===== src/rtl/sdr_seq_pkg.sv =====
package sdr_seq_pkg;
  // {CS#, RAS#, CAS#, WE#}
  typedef enum logic [3:0] {
    CMD_MRS   = 4'b0000,
    CMD_REF   = 4'b0001,
    CMD_PRE   = 4'b0010,
    CMD_ACT   = 4'b0011,
    CMD_WR    = 4'b0100,
    CMD_RD    = 4'b0101,
    CMD_NOP   = 4'b0111,
    CMD_DESEL = 4'b1111
  } sdrCmd_e;

  typedef struct packed {
    logic act;
    logic rd;
    logic wr;
    logic preAll;
    logic autoRef;
    logic mrs;
  } seqStrobe_t;
endpackage


===== src/rtl/sdr_seq_ctrl.sv =====
module sdr_seq_ctrl
  import sdr_seq_pkg::*;
#(
  parameter int CLK_MHZ = 100,
  parameter int INIT_US = 200,
  parameter int REF_NS  = 15625,
  parameter int CAS_LAT = 3,
  parameter int T_RCD   = 2,
  parameter int T_RP    = 2,
  parameter int T_RC    = 6,
  parameter int T_MRD   = 2,
  parameter int T_WR    = 2
) (
  input  logic       clk,
  input  logic       rst,
  input  logic       reqValid,
  input  logic       reqWrite,
  output logic       reqReady,
  output seqStrobe_t strobe
);
  localparam int INIT_CYC = INIT_US * CLK_MHZ;
  localparam int REF_CYC  = (REF_NS * CLK_MHZ) / 1000;
  localparam int RC_REST  = T_RC - T_RCD;
  localparam int WR_REC   = T_WR + T_RP;
  localparam int RD_REC   = CAS_LAT + T_RP;
  localparam int WR_GAP   = (WR_REC > RC_REST) ? WR_REC : RC_REST;
  localparam int RD_GAP   = (RD_REC > RC_REST) ? RD_REC : RC_REST;
  localparam int WAIT_W   = $clog2(INIT_CYC + T_RC + WR_GAP + RD_GAP + T_MRD + 1);
  localparam int REF_W    = $clog2(REF_CYC + 1);

  typedef enum logic [2:0] {ST_PWR, ST_IREF, ST_MRS, ST_IDLE, ST_RW} seqState_e;

  seqState_e state, nextState;
  logic [WAIT_W-1:0] waitCnt, loadVal;
  logic [REF_W-1:0]  refCnt;
  logic load, refPend, refTake, acceptReq, initRefs, isWrite;

  always_comb begin
    strobe    = '0;
    nextState = state;
    load      = 1'b0;
    loadVal   = '0;
    refTake   = 1'b0;
    acceptReq = 1'b0;
    if (waitCnt == '0) begin
      unique case (state)
        ST_PWR: begin
          strobe.preAll = 1'b1;
          load = 1'b1; loadVal = WAIT_W'(T_RP - 1);
          nextState = ST_IREF;
        end
        ST_IREF: begin
          strobe.autoRef = 1'b1;
          load = 1'b1; loadVal = WAIT_W'(T_RC - 1);
          if (initRefs) nextState = ST_MRS;
        end
        ST_MRS: begin
          strobe.mrs = 1'b1;
          load = 1'b1; loadVal = WAIT_W'(T_MRD - 1);
          nextState = ST_IDLE;
        end
        ST_IDLE: begin
          if (refPend) begin
            strobe.autoRef = 1'b1;
            load = 1'b1; loadVal = WAIT_W'(T_RC - 1);
            refTake = 1'b1;
          end else if (reqValid) begin
            strobe.act = 1'b1;
            load = 1'b1; loadVal = WAIT_W'(T_RCD - 1);
            acceptReq = 1'b1;
            nextState = ST_RW;
          end
        end
        ST_RW: begin
          strobe.wr = isWrite;
          strobe.rd = ~isWrite;
          load = 1'b1;
          loadVal = isWrite ? WAIT_W'(WR_GAP - 1) : WAIT_W'(RD_GAP - 1);
          nextState = ST_IDLE;
        end
        default: nextState = ST_PWR;
      endcase
    end
  end

  assign reqReady = (state == ST_IDLE) && (waitCnt == '0) && !refPend;

  always_ff @(posedge clk) begin
    if (rst) begin
      state    <= ST_PWR;
      waitCnt  <= WAIT_W'(INIT_CYC - 1);
      initRefs <= 1'b0;
      isWrite  <= 1'b0;
    end else begin
      state <= nextState;
      if (load) waitCnt <= loadVal;
      else if (waitCnt != '0) waitCnt <= waitCnt - 1'b1;
      if (state == ST_IREF && strobe.autoRef) initRefs <= 1'b1;
      if (acceptReq) isWrite <= reqWrite;
    end
  end

  // free-running refresh pacing
  always_ff @(posedge clk) begin
    if (rst) begin
      refCnt  <= REF_W'(REF_CYC - 1);
      refPend <= 1'b0;
    end else begin
      if (refTake) refPend <= 1'b0;
      if (refCnt == '0) begin
        refCnt  <= REF_W'(REF_CYC - 1);
        refPend <= 1'b1;
      end else begin
        refCnt <= refCnt - 1'b1;
      end
    end
  end
endmodule


===== src/rtl/sdr_seq_dpath.sv =====
module sdr_seq_dpath
  import sdr_seq_pkg::*;
#(
  parameter int ROW_W   = 11,
  parameter int COL_W   = 8,
  parameter int DATA_W  = 16,
  parameter int CAS_LAT = 3,
  localparam int ADDR_W = 1 + ROW_W + COL_W,
  localparam int BE_W   = DATA_W / 8
) (
  input  logic              clk,
  input  logic              rst,
  input  seqStrobe_t        strobe,
  input  logic [ADDR_W-1:0] reqAddr,
  input  logic [DATA_W-1:0] reqWdata,
  input  logic [BE_W-1:0]   reqBe,
  output logic              sdrCsN,
  output logic              sdrRasN,
  output logic              sdrCasN,
  output logic              sdrWeN,
  output logic              sdrBa,
  output logic [ROW_W-1:0]  sdrAddr,
  output logic [BE_W-1:0]   sdrDqm,
  output logic              sdrCke,
  output logic [DATA_W-1:0] sdrDqOut,
  output logic              sdrDqOe,
  input  logic [DATA_W-1:0] sdrDqIn,
  output logic [DATA_W-1:0] rdData,
  output logic              rdValid
);
  localparam int AP_BIT = 10;
  localparam logic [ROW_W-1:0] MODE_WORD = ROW_W'(CAS_LAT * 16);

  sdrCmd_e           cmdQ, cmdNext;
  logic              bankLat;
  logic [COL_W-1:0]  colLat;
  logic [DATA_W-1:0] wdataLat;
  logic [BE_W-1:0]   beLat;
  logic [ROW_W-1:0]  colWord, addrNext, precharge;
  logic              baNext;
  logic [CAS_LAT:0]  rdPipe;

  always_comb begin
    colWord = '0;
    colWord[COL_W-1:0] = colLat;
    colWord[AP_BIT] = 1'b1;
    precharge = '0;
    precharge[AP_BIT] = 1'b1;
  end

  always_comb begin
    cmdNext  = CMD_NOP;
    addrNext = '0;
    baNext   = 1'b0;
    if (strobe.act) begin
      cmdNext  = CMD_ACT;
      addrNext = reqAddr[COL_W +: ROW_W];
      baNext   = reqAddr[ADDR_W-1];
    end else if (strobe.rd || strobe.wr) begin
      cmdNext  = strobe.wr ? CMD_WR : CMD_RD;
      addrNext = colWord;
      baNext   = bankLat;
    end else if (strobe.preAll) begin
      cmdNext  = CMD_PRE;
      addrNext = precharge;
    end else if (strobe.autoRef) begin
      cmdNext  = CMD_REF;
    end else if (strobe.mrs) begin
      cmdNext  = CMD_MRS;
      addrNext = MODE_WORD;
    end
  end

  always_ff @(posedge clk) begin
    if (rst) begin
      cmdQ     <= CMD_DESEL;
      sdrAddr  <= '0;
      sdrBa    <= 1'b0;
      sdrDqm   <= '0;
      sdrDqOe  <= 1'b0;
      sdrDqOut <= '0;
      sdrCke   <= 1'b0;
      bankLat  <= 1'b0;
      colLat   <= '0;
      wdataLat <= '0;
      beLat    <= '0;
    end else begin
      cmdQ     <= cmdNext;
      sdrAddr  <= addrNext;
      sdrBa    <= baNext;
      sdrCke   <= 1'b1;
      sdrDqOe  <= strobe.wr;
      sdrDqm   <= strobe.wr ? ~beLat : '0;
      if (strobe.wr) sdrDqOut <= wdataLat;
      if (strobe.act) begin
        bankLat  <= reqAddr[ADDR_W-1];
        colLat   <= reqAddr[COL_W-1:0];
        wdataLat <= reqWdata;
        beLat    <= reqBe;
      end
    end
  end

  assign {sdrCsN, sdrRasN, sdrCasN, sdrWeN} = cmdQ;

  // read return: capture CAS_LAT cycles after the command is on the pins
  always_ff @(posedge clk) begin
    if (rst) begin
      rdPipe  <= '0;
      rdValid <= 1'b0;
      rdData  <= '0;
    end else begin
      rdPipe  <= {rdPipe[CAS_LAT-1:0], strobe.rd};
      rdValid <= rdPipe[CAS_LAT];
      if (rdPipe[CAS_LAT]) rdData <= sdrDqIn;
    end
  end
endmodule


===== src/rtl/sdr_sequencer.sv =====
module sdr_sequencer
  import sdr_seq_pkg::*;
#(
  parameter int CLK_MHZ = 100,
  parameter int INIT_US = 200,
  parameter int REF_NS  = 15625,
  parameter int CAS_LAT = 3,
  parameter int T_RCD   = 2,
  parameter int T_RP    = 2,
  parameter int T_RC    = 6,
  parameter int T_MRD   = 2,
  parameter int T_WR    = 2,
  parameter int ROW_W   = 11,
  parameter int COL_W   = 8,
  parameter int DATA_W  = 16,
  localparam int ADDR_W = 1 + ROW_W + COL_W,
  localparam int BE_W   = DATA_W / 8
) (
  input  logic              clk,
  input  logic              rst,
  input  logic              reqValid,
  input  logic              reqWrite,
  input  logic [ADDR_W-1:0] reqAddr,
  input  logic [DATA_W-1:0] reqWdata,
  input  logic [BE_W-1:0]   reqBe,
  output logic              reqReady,
  output logic [DATA_W-1:0] rdData,
  output logic              rdValid,
  output logic              sdrCsN,
  output logic              sdrRasN,
  output logic              sdrCasN,
  output logic              sdrWeN,
  output logic              sdrBa,
  output logic [ROW_W-1:0]  sdrAddr,
  output logic [BE_W-1:0]   sdrDqm,
  output logic              sdrCke,
  output logic [DATA_W-1:0] sdrDqOut,
  output logic              sdrDqOe,
  input  logic [DATA_W-1:0] sdrDqIn
);
  seqStrobe_t strobe;

  sdr_seq_ctrl #(
    .CLK_MHZ(CLK_MHZ), .INIT_US(INIT_US), .REF_NS(REF_NS), .CAS_LAT(CAS_LAT),
    .T_RCD(T_RCD), .T_RP(T_RP), .T_RC(T_RC), .T_MRD(T_MRD), .T_WR(T_WR)
  ) ctrl (
    .clk(clk), .rst(rst), .reqValid(reqValid), .reqWrite(reqWrite),
    .reqReady(reqReady), .strobe(strobe)
  );

  sdr_seq_dpath #(
    .ROW_W(ROW_W), .COL_W(COL_W), .DATA_W(DATA_W), .CAS_LAT(CAS_LAT)
  ) dpath (
    .clk(clk), .rst(rst), .strobe(strobe), .reqAddr(reqAddr),
    .reqWdata(reqWdata), .reqBe(reqBe),
    .sdrCsN(sdrCsN), .sdrRasN(sdrRasN), .sdrCasN(sdrCasN), .sdrWeN(sdrWeN),
    .sdrBa(sdrBa), .sdrAddr(sdrAddr), .sdrDqm(sdrDqm), .sdrCke(sdrCke),
    .sdrDqOut(sdrDqOut), .sdrDqOe(sdrDqOe), .sdrDqIn(sdrDqIn),
    .rdData(rdData), .rdValid(rdValid)
  );
endmodule


===== config.mk =====
export PLATFORM = sky130hd
export DESIGN_NAME = sdr_sequencer
export DESIGN_NICKNAME = d
export VERILOG_FILES = /design/src/rtl/sdr_seq_pkg.sv /design/src/rtl/sdr_seq_ctrl.sv /design/src/rtl/sdr_seq_dpath.sv /design/src/rtl/sdr_sequencer.sv
export SDC_FILE = /design/constraint.sdc
export NUM_CORES = 1
export LEC_CHECK = 0
export BUFFER_PORTS_ARGS = -buffer_cell sky130_fd_sc_hd__buf_2
export CAP_MARGIN = 10
export CORE_ASPECT_RATIO = 1.1
export CORE_MARGIN = 5
export CORE_UTILIZATION = 30
export DETAILED_ROUTE_END_ITERATION = 6
export GPL_ROUTABILITY_DRIVEN = 0
export GPL_TIMING_DRIVEN = 0
export PLACE_DENSITY = 0.58
export REMOVE_ABC_BUFFERS = 1
export SYNTH_ARGS = -nofsm -noshare
export SYNTH_HDL_FRONTEND = slang
export SYNTH_HIERARCHICAL = 1
export SYNTH_SLANG_ARGS = --single-unit

===== constraint.sdc =====
create_clock -name clk -period 2.8 [get_ports clk]
set_input_delay 0.14 -clock clk [delete_from_list [all_inputs] [get_ports clk]]
set_output_delay 0.14 -clock clk [all_outputs]
set_load 0.03 [all_outputs]

==> results of run 1 <==
-- through the flow --
step                      cells  power (mW)  utilization [%]  hold slack [ns]  instance area, sq um
after floorplan             438        1.76                -            0.168                  4370
after global placement      745        1.84             34.6            0.377                  5170
after detailed placement    748        1.85             35.1            0.293                  5250
after CTS                   834        3.99             42.7          0.00526                  6370
after global routing        834        4.09             42.8           0.0129                  6390
final                       834        3.92             42.8           0.0315                  6390
-- final cells by class --
cell class | instances | area share [%]
Clock buffer | 28 | 8.40
Clock inverter | 3 | 0.627
Inverter | 11 | 0.646
Multi-Input combinational cell | 311 | 31.7
Sequential cell | 116 | 36.3
Tap cell | 196 | 3.84
Timing Repair Buffer | 169 | 18.4
-- logic make-up (layout without fill, tap and decap cells) --
logic type                 after synthesis  in the layout  share of synthesized area (%)
muxes                                   54             54                           12.0
DFF                                    116            116                           51.3
and+or+nand+nor                        184            184                           20.3
xor gates and xnor gates                 8              8                           1.55
buffers and inverters                   39            211                           4.48
adders and majority gates                4              4                           1.11
AOI/OAI and AO/OA                       61             61                           9.34
-- cell usage in the layout (no fill, tap or decap), types with 8 or more instances in the layout --
| master | netlist | final |
|---|---|---|
| buf_2 | 12 | 110 |
| nand2_1 | 15 | 15 |
| nor4_1 | 9 | 8 |
| dfxtp_1 | 116 | 116 |
| a21oi_1 | 19 | 19 |
| nor2b_1 | 19 | 19 |
| o31ai_1 | 10 | 10 |
| mux2i_1 | 53 | 53 |
| dlygate4sd3_1 | 0 | 53 |
| clkbuf_16 | 0 | 17 |
| inv_1 | 11 | 10 |
| nand3_1 | 8 | 8 |
| nor2_1 | 90 | 89 |
-- per-layer routing --
metal	global-route usage [%]	up-vias	share of wire [%]
li1	-	1937	-
met1	14.5	1819	43
met2	20.6	102	48
met3	5.35	16	7.5
met4	4.91	0	1.6
met5	0	-	0
-- Yosys cell counts (8+ instances only) --
master    instances
clkbuf_1          8
dfxtp_1         116
a21oi_1          19
nor2b_1          19
nand3_1           8
nand2_1          15
buf_2            12
o31ai_1          10
mux2i_1          53
nor2_1           90
inv_1            11
nor4_1            9
-- power groups by stage --
stage	combinational (mW)	sequential (mW)	clock, mW
final	0.184	1.69	2.05
after global routing	0.204	1.69	2.20
after CTS	0.185	1.69	2.12
after detailed placement	0.127	1.72	0
after global placement	0.118	1.72	0
after floorplan	0.0459	1.72	0
-- state kept, by name (all words and copies together), names as in the netlist, 4 cells and up --
| register | count |
|---|---|
| ctrl/refCnt | 11 |
| dpath/cmdQ | 4 |
| dpath/colLat | 8 |
| dpath/wdataLat | 16 |
| dpath/sdrDqOut | 16 |
| dpath/rdData | 16 |
| dpath/rdPipe | 4 |
| dpath/sdrAddr | 11 |
| ctrl/waitCnt | 15 |
-- critical path: stages (launching register included) --
cell and delay [ns]:
dfxtp_1 0.33, inv_1 0.11, ha_1 0.16, nor4b_2 0.35, and4_4 0.42, nand2_1 0.12, inv_2 0.21, buf_12 0.29
nand2_1 0.13, a21oi_2 0.14, a21boi_1 0.16
-- path summary, 6_finish.rpt --
| kind | depth (start not counted) | slack [ns] | endpoint |
|---|---|---|---|
| min reg2reg | 1 | 0.41 | ctrl/refCnt[0]$_SDFF_PP1_ |
| max reg2reg | 10 | 0.30 | dpath/sdrBa$_SDFF_PP0_ |
| min | 3 | 0.03 | dpath/bankLat$_SDFFE_PP0P_ |
| max | 10 | 0.30 | dpath/sdrBa$_SDFF_PP0_ |
-- what timing repair did --
item                                    in CTS  in global routing
hold buffers                                53                  0
endpoints found under the hold margin       53                  0
buffers inserted                             2                  0
resized for setup                            2                  5
pin swaps                                    1                  0
endpoints found under the setup margin      25                 36
==> reports/qor.csv, run 1 <==
stage;metric;value;unit
pwr;cellLeakagePower;2.57;nW
routing;dr.pass1.iters;4;
global_route;grt_max_degree;99;
cts;clk_latency;0.41;ns
yosys;synth_cell_types;54;
sta;max_freq;400;MHz
routing;drc;0;
finish;drive_above_1_share;25.9;%
yosys;ys_ff_latch;116;
routing;vias_per_cell;4.65;
pwr;p_sw;0.773;mW
sta;rsz0062_at_grt;false;
cts;cts_tree;built;
finish;nets;688;
yosys;synth_area;4530;sq um
global_route;gr-total-overflow;0;
die;top_level_ports;112;
cts;clock_sink_count;116;
placement;place_ws;-0.629;ns
pwr;power_frac_seq;43.0;%
routing;drt-initial-drc-count;150;
cts;h-tree-depth;4;
yosys;synth_edf_count;0;
pwr;clock_power_share;52.3;%
die;die_w;127;um
worst_setup_path;arrival;2.83;ns
sta;setup_violations;0;
flow_run;drv_cap;0;
finish;syn_to_final_growth;41.1;%
global_route;grt_pass1_wl;18.1;mm
yosys;async_flop_share;0;%
yosys;synth.largest_area_cell;dfxtp_1;
status;status;complete, no violations;
cts;clk_pin_slew;0.05;ns
worst_setup_path;r2r_start;ctrl/waitCnt[0]$_SDFFE_PP1P_;
cts;cts_made_buffers;17;
sta;relSlewSlack;38.9;%
pwr;worst_ir_drop_vdd;0.352;mV
yosys;synth_top_area_share;51.3;%
global_route;grt_usage;12.6;%
global_route;grt_pass1_vias;3845;
die;rows;47;
sta;finalSetupTns;0;ns
sta;fin_ws;0.301;ns
pwr;cellPowerDensity;614;nW/um^2
sta;fin_skew;0.00601;ns
yosys;synth_area_per_cell;9.71;sq um
worst_setup_path;cp.required;3.14;ns
placement;port_buffers;111;
routing;final_antenna_net_count;0;
finish;fill_cells;1433;
worst_setup_path;crit_fanout;41;
routing;routed_wl;10.7;mm
routing;num_vias;3874;
pwr;p_int;3.15;mW
yosys;netlist_instances;466;
sta;drv_slew;0;
worst_hold_path;hold_class;in -> reg;
worst_setup_path;worstSetupPathType;reg -> reg;
sta;hold_viol_final;0;
global_route;grt_antenna_before_repair;0;
sta;fin_crit_sh;89.3;%
placement;dp.final_hpwl;7.18;mm
sta;tightestPinTransition;0.915;ns
worst_setup_path;worstSetupEndpointType;register;
worst_setup_path;crit_start;ctrl/waitCnt[0]$_SDFFE_PP1P_;
yosys;synth.area.top_cells;dfxtp_1 (51%), mux2i_1 (12%), nor2_1 (7.5%);
yosys;ys.flop_type;dfxtp_1;
die;die_area;17600;sq um
cts;clockBufferDepth;2;
finish;multiInputGateArea;2020;sq um
pwr;switching_share;19.7;%
finish;diodes;0;
worst_hold_path;hp-start;reqAddr[19];
routing;wire_per_inst;12.9;um
sta;fin_crit;2.50;ns
yosys;yosysSeqAreaShare;51.3;%
finish;seq_area;2320;sq um
cts;clock-root-buffer;clkbuf_16;
pwr;power_frac_comb;4.7;%
worst_setup_path;start_kind;register;
die;core-area;14900;sq um
yosys;yosys_warnings;6;
die;die_y;139;um
die;start_util;30.3;%
Note: power is estimated with default switching activity, not from simulation.
==> run 2: changes to the inputs <==
- CELL_PAD_IN_SITES_DETAIL_PLACEMENT: default -> 2
- CELL_PAD_IN_SITES_GLOBAL_PLACEMENT: default -> 2
- PLACE_DENSITY: 0.58 -> 0.83
==> run 2 against run 1 <==
  * The flow now finishes with violations (hold timing)
  * Non-clock buffer count decreased by 9
  * Sequential share of layout area increased by 0.65 points
  * Core utilization shrank 0.75 points
  * Via count up 7.4%
  * Global-route usage is 7.9 points higher
  * Register-to-register slack got worse by 0.25 ns
  * Sequential power barely moved
==> reports/qor.csv, run 2 (same netlist as run 1, synthesis figures left out) <==
stage;metric;value;unit;change
status;status;finished, violations left;;
status;violations;hold timing;;
placement;placed_area;5230;sq um;-0.24%
pwr;clock_power_share;53.5;%;+1.2 points
finish;stdcell_area;6280;sq um;-1.8%
pwr;worst_ir_drop_vdd;0.399;mV;+14%
sta;max_freq;364;MHz;-9.0%
cts;h-tree-depth;4;;unchanged
pwr;switching_share;22.0;%;+2.3 points
flow_run;drv_cap;0;;unchanged
die;start_util;30.3;%;unchanged
die;die_y;139;um;unchanged
worst_setup_path;worstSetupEndpointType;register;;
worst_hold_path;hold_class;in -> reg;;
sta;relSlewSlack;37.5;%;-1.4 points
cts;clock_sink_count;116;;unchanged
sta;fin_crit_sh;98.1;%;+8.8 points
sta;setup_violations;0;;unchanged
finish;nets;679;;-1.3%
cts;clk_latency;0.42;ns;about the same
sta;hold_viol_final;1;;+1
placement;port_buffers;111;;unchanged
worst_setup_path;worstSetupPathType;reg -> reg;;
placement;place_ws;-0.680;ns;-0.0511 ns
worst_setup_path;cp.required;3.11;ns;-0.03 ns
routing;drt-initial-drc-count;214;;+43%
worst_setup_path;crit_fanout;8;;-80%
finish;final_common_cell;dfxtp_1;;
global_route;grt_usage;20.4;%;+7.9 points
finish;syn_to_final_growth;38.6;%;
global_route;gr-total-overflow;0;;unchanged
global_route;grt_max_degree;84;;-15%
routing;wire_per_inst;21.8;um;+70%
sta;fin_skew;0.0125;ns;+0.00648 ns
worst_setup_path;start_kind;register;;
cts;cts_tree;built;;
cts;cts_made_buffers;17;;unchanged
routing;num_vias;4160;;+7.4%
die;core-area;14900;sq um;unchanged
pwr;p_sw;0.886;mW;+15%
cts;clk_pin_slew;0.06;ns;about the same
routing;dr.pass1.iters;4;;unchanged
finish;top_regs;dpath/rdData x16, dpath/sdrDqOut x16, dpath/wdataLat x16;;
cts;clock-root-buffer;clkbuf_16;;
die;die_area;17600;sq um;unchanged
sta;hold_slack;-0.00137;ns;-0.0329 ns
global_route;grt_pass1_wl;27.7;mm;+53%
routing;drc;0;;unchanged
cts;clockBufferDepth;2;;unchanged
routing;final_antenna_net_count;0;;unchanged
finish;diodes;0;;unchanged
die;die_w;127;um;unchanged
sta;tightestPinTransition;0.936;ns;+0.0209 ns
sta;fin_ws;0.0546;ns;-0.246 ns
global_route;grt_antenna_before_repair;0;;unchanged
sta;fin_crit;2.75;ns;+0.246 ns
pwr;p_int;3.14;mW;-0.23%
die;rows;47;;unchanged
global_route;grt_pass1_vias;4690;;+22%
routing;vias_per_cell;5.05;;+8.8%
worst_setup_path;arrival;3.05;ns;+0.22 ns
pwr;cellPowerDensity;642;nW/um^2;+4.5%
finish;drive_above_1_share;27.3;%;+1.4 points
pwr;power_frac_seq;41.9;%;-1.1 points
placement;dp.final_hpwl;9.38;mm;+31%
pwr;power_frac_comb;4.6;%;about the same
pwr;cellLeakagePower;2.53;nW;-1.5%
routing;routed_wl;18.0;mm;+67%
die;top_level_ports;112;;unchanged
finish;mostFrequentLayoutCells;dfxtp_1 (116), buf_2 (110), nor2_1 (89);;
sta;drv_slew;0;;unchanged
-- run 2: cell types whose count changed in the layout (fill, tap and decap cells not counted), sizes merged --
| cell | delta |
|---|---|
| bufinv | +1 |
| clkinv | +1 |
| clkbuf | -4 |
| dlygate4sd3 | -16 |
| buf | +7 |
-- run 2: timing repair --
item,CTS,global route
hold buffers,36,1
endpoints found under the setup margin,53,21
setup buffers,5,4
resized for setup,4,5
hold endpoints to repair,36,1
pin swaps,2,0
-- run 2: cell type report --
| cell class | instances | area (sq um) |
|---|---|---|
| fillers | 1613 | 8660 |
| flip-flops and latches | 116 | 2320 |
| multi-input cells | 311 | 2040 |
| repair buffers | 160 | 1060 |
| clock buffers | 24 | 492 |
| well taps | 196 | 245 |
| clock inverters | 5 | 75.1 |
| inverters | 11 | 43.8 |
-- run 2: path summary, 6_finish.rpt --
kind | from | to | slack, ns | cells past startpoint
worst min-delay path | reqAddr[2] | dpath/colLat[2]$_SDFFE_PP0P_ | -0.001 | 3
worst max-delay path | ctrl/waitCnt[0]$_SDFFE_PP1P_ | dpath/sdrAddr[4]$_SDFF_PP0_ | 0.05 | 9
worst min register to register | ctrl/refCnt[0]$_SDFF_PP1_ | ctrl/refCnt[0]$_SDFF_PP1_ | 0.44 | 1
worst max register to register | ctrl/waitCnt[0]$_SDFFE_PP1P_ | dpath/sdrAddr[4]$_SDFF_PP0_ | 0.05 | 9
-- run 2: metrics by stage --
stage	instances	TNS (ns)	power, mW	utilization, %
after floorplan	438	-9.24	1.76	-
after global placement	745	-72.64	1.84	34.6
after detailed placement	748	-17.41	1.85	35.0
after CTS	818	0	4.01	41.6
after global routing	823	-0.0302	4.16	42.0
final	823	0	4.03	42.0
-- run 2: power groups by stage --
stage	clock [mW]	combinational (mW)	sequential, mW
3_3_place_gp	0	0.119	1.72
5_1_grt	2.27	0.201	1.69
6_report	2.16	0.185	1.69
3_5_place_dp	0	0.133	1.72
4_1_cts	2.15	0.178	1.69
2_1_floorplan	0	0.0459	1.72
-- run 2: worst max-delay path, cell delays in order, from the launching register on --
cell	delay, ns
dfxtp_1	0.36
inv_1	0.14
ha_1	0.21
nor4b_4	0.32
nand4_1	0.16
buf_4	0.21
nor2_1	0.34
or2_1	0.48
a221oi_2	0.15
nor3_1	0.27
-- run 2: metal layers --
layer | up-vias | track usage [%] | wire (um)
met3 | 32 | 5.08 | 651
met2 | 105 | 39.4 | 10100
met5 | - | 0 | 0
li1 | 1920 | - | -
met4 | 0 | 6.72 | 488
met1 | 2103 | 21.2 | 6710
==> run 3: changes to the inputs <==
- SYNTH_HIERARCHICAL: 1 -> default
==> run 3 against run 2 <==
  * The run still ends with hold timing left
  * Combinational power shrank 3%
  * Highest routed layer unchanged
  * Routed wire length increased by 5.0%
  * Sequential cell count unchanged
  * Sequential share of layout area increased by 0.30 points
==> reports/qor.csv, run 3 <==
stage;metric;value;unit;change
yosys;synth_common_cells;dfxtp_1 (116), nor2_1 (41), a21oi_1 (37), a22o_1 (33);;
yosys;yosysSeqAreaShare;53.0;%;+1.7 points
yosys;async_flop_share;0;%;unchanged
global_route;grt_max_degree;62;;-26%
routing;drc;0;;unchanged
finish;final_common_cell;dfxtp_1;;
global_route;grt_pass1_vias;4762;;+1.5%
routing;wire_per_inst;23.2;um;+6.4%
finish;drive_above_1_share;26.2;%;-1.1 points
finish;stdcell_area;6230;sq um;-0.80%
sta;max_freq;374;MHz;+2.7%
yosys;synth.most_common_cell;dfxtp_1;;
finish;mostFrequentLayoutCells;dfxtp_1 (116), buf_2 (111), dlygate4sd3_1 (50);;
placement;placed_area;5060;sq um;-3.3%
worst_setup_path;r2r_slack;0.24;ns;+0.19 ns
finish;syn_to_final_growth;42.0;%;
pwr;p_int;3.18;mW;+1.3%
worst_setup_path;r2r_cells;6;;-3
routing;final_antenna_net_count;0;;unchanged
die;core-area;14400;sq um;-3.7%
pwr;cellPowerDensity;665;nW/um^2;+3.6%
sta;fin_skew;0.0156;ns;+0.00309 ns
pwr;cellLeakagePower;2.53;nW;about the same
yosys;netlist_instances;447;;-4.1%
yosys;ys_ff_latch;116;;unchanged
worst_setup_path;crit_end;reqReady;;
cts;clock-root-buffer;clkbuf_16;;
routing;num_vias;4221;;+1.5%
cts;cts_tree;built;;
finish;nets;668;;-1.6%
cts;clock_sink_count;116;;unchanged
worst_setup_path;worst_r2r_endpoint;dpath.colLat[7]$_SDFFE_PP0P_;;
sta;drv_slew;0;;unchanged
routing;routed_wl;18.9;mm;+5.0%
worst_setup_path;cp.required;2.66;ns;-0.45 ns
yosys;synth_area;4390;sq um;-3.1%
yosys;synth_edf_count;0;;unchanged
yosys;ys.flop_type;dfxtp_1;;
sta;hold_viol_final;1;;unchanged
pwr;clock_power_share;55.2;%;+1.7 points
placement;dp.final_hpwl;9.52;mm;+1.5%
status;status;finished, violations left;;
global_route;grt_usage;21.8;%;+1.4 points
cts;clk_latency;0.43;ns;about the same
yosys;synth_area_per_cell;9.81;sq um;+0.99%
die;die_w;125;um;-1.4%
routing;drt-initial-drc-count;253;;+18%
worst_setup_path;r2r_start;ctrl.waitCnt[0]$_SDFFE_PP1P_;;
global_route;grt_antenna_before_repair;1;;+1
die;start_util;30.5;%;+0.17 points
cts;cts_made_buffers;17;;unchanged
placement;place_ws;-0.258;ns;+0.421 ns
cts;clk_pin_slew;0.06;ns;about the same
pwr;power_frac_seq;40.5;%;-1.4 points
pwr;p_sw;0.957;mW;+8.0%
worst_setup_path;crit_start;ctrl.waitCnt[0]$_SDFFE_PP1P_;;
die;die_y;137;um;-1.5%
sta;relSlewSlack;36.8;%;-0.75 points
placement;port_buffers;111;;unchanged
die;die_area;17100;sq um;-2.9%
sta;hold_slack;-0.0106;ns;-0.00923 ns
flow_run;drv_cap;0;;unchanged
finish;stdcell_count;812;;-1.3%
die;rows;46;;-2.1%
pwr;power_frac_comb;4.3;%;-0.3 points
sta;rsz0062_at_grt;false;;
yosys;synth.area.top_cells;dfxtp_1 (53%), a22o_1 (6.6%), a21oi_1 (4.2%);;
sta;fin_crit_sh;95.4;%;-2.6 points
worst_setup_path;crit_fanout;31;;+23
die;top_level_ports;112;;unchanged
global_route;gr-total-overflow;0;;unchanged
cts;clockBufferDepth;2;;unchanged
sta;fin_crit;2.67;ns;-0.0732 ns
yosys;synth_top_area_share;53.0;%;+1.7 points
yosys;synth.largest_area_cell;dfxtp_1;;
sta;setup_violations;0;;unchanged
sta;fin_ws;0.128;ns;+0.0732 ns
yosys;synth_cell_types;56;;+3.7%
worst_hold_path;hold_class;in -> reg;;
routing;dr.pass1.iters;7;;+3
sta;tightestPinTransition;0.947;ns;+0.0112 ns
pwr;power;4.14;mW;+2.8%
worst_setup_path;arrival;2.53;ns;-0.52 ns
worst_setup_path;start_kind;register;;
placement;placedCellCount;725;;-3.1%
status;violations;hold timing;;
worst_setup_path;worstSetupEndpointType;primary output;;
global_route;grt_pass1_wl;28.7;mm;+3.5%
cts;h-tree-depth;4;;unchanged
pwr;worst_ir_drop_vdd;0.387;mV;-3.0%
routing;vias_per_cell;5.20;;+2.8%
yosys;yosys_warnings;0;;-6
worst_setup_path;worstSetupPathType;reg -> out;;
finish;top_regs;dpath.rdData x16, dpath.sdrDqOut x16, dpath.wdataLat x16;;
pwr;switching_share;23.1;%;+1.1 points
==> run 3: cell count changes after synthesis, sizes merged, moves of 8 or more <==
| cell | before | now |
|---|---|---|
| buf | 20 | 12 |
| mux2i | 53 | 16 |
| nand3 | 8 | 24 |
| o31ai | 10 | 2 |
| a22o | 0 | 33 |
| nand2 | 15 | 27 |
| o21ai | 5 | 28 |
| nor2 | 90 | 41 |
| a21oi | 20 | 38 |
==> run 3: worst max-delay path: stages (launching register included) <==
cell	delay (ns)
dfxtp_1	0.36
inv_1	0.15
ha_1	0.19
nor4b_2	0.36
and4_4	0.57
and3_1	0.25
buf_2	0.22
==> run 3: routing by layer <==
layer	up-vias	share of wire [%]	GRT usage (%)	routed length, um
li1	1938	-	-	-
met1	2117	37	22.3	6900
met2	123	55	41.2	10400
met3	43	3.7	5.07	700
met4	0	4.7	11.8	884
met5	-	0	0	0
==> run 3: area by class of cell <==
| class | instances | area (sq um) |
|---|---|---|
| Tap cell | 192 | 240 |
| Sequential cell | 116 | 2320 |
| Clock buffer | 19 | 443 |
| Antenna cell | 1 | 2.50 |
| Timing Repair Buffer | 167 | 1130 |
| Clock inverter | 12 | 154 |
| Multi-Input combinational cell | 299 | 1910 |
| Fill cell | 1554 | 8160 |
| Inverter | 6 | 22.5 |
==> run 3: through the flow <==
stage,utilization [%],hold WS (ns),TNS (ns)
after global placement,34.9,0.339,-13.07
after floorplan,-,0.168,0
final,43.3,-0.0106,0
after CTS,42.9,0.00516,0
after global routing,43.3,0.0137,0
after detailed placement,35.2,0.354,-5.70
==> run 3: what timing repair did <==
item	CTS	global route
cloned	1	0
resized for setup	1	4
hold endpoints to repair	50	0
hold buffers	50	0
setup endpoints to repair	39	35
setup buffers	0	3
pin swaps	1	1
==> run 3: cells by family after synthesis <==
kind of cell | count (synthesis) | share of synthesized area [%]
buffers and inverters | 33 | 3.99
flip-flops | 116 | 53.0
XOR/XNOR | 7 | 1.40
AND/OR/NAND/NOR | 152 | 18.9
AO/OA/AOI/OAI | 119 | 18.0
multiplexers | 17 | 3.91
adder cells (fa/ha/maj) | 3 | 0.856
==> run 3: power groups by stage <==
| stage | combinational (mW) | sequential, mW | clock (mW) |
|---|---|---|---|
| after detailed placement | 0.115 | 1.71 | 0 |
| after floorplan | 0.0376 | 1.71 | 0 |
| after global routing | 0.194 | 1.68 | 2.39 |
| after CTS | 0.174 | 1.68 | 2.26 |
| final | 0.179 | 1.68 | 2.28 |
| after global placement | 0.106 | 1.71 | 0 |
==> run 3: worst min path at each step <==
stage / from / endpoint / slack, ns / cells past startpoint
2_1_floorplan: rst / dpath.cmdQ[3]$_SDFF_PP1_ / 0.17 / 0
3_3_place_gp: reqAddr[16] / dpath.sdrAddr[8]$_SDFF_PP0_ / 0.34 / 2
3_5_place_dp: reqAddr[17] / dpath.sdrAddr[9]$_SDFF_PP0_ / 0.35 / 2
4_1_cts: sdrDqIn[4] / dpath.rdData[4]$_SDFFE_PP0P_ / 0.005 / 3
5_1_grt: sdrDqIn[9] / dpath.rdData[9]$_SDFFE_PP0P_ / 0.01 / 3
6_report: sdrDqIn[9] / dpath.rdData[9]$_SDFFE_PP0P_ / -0.01 / 3
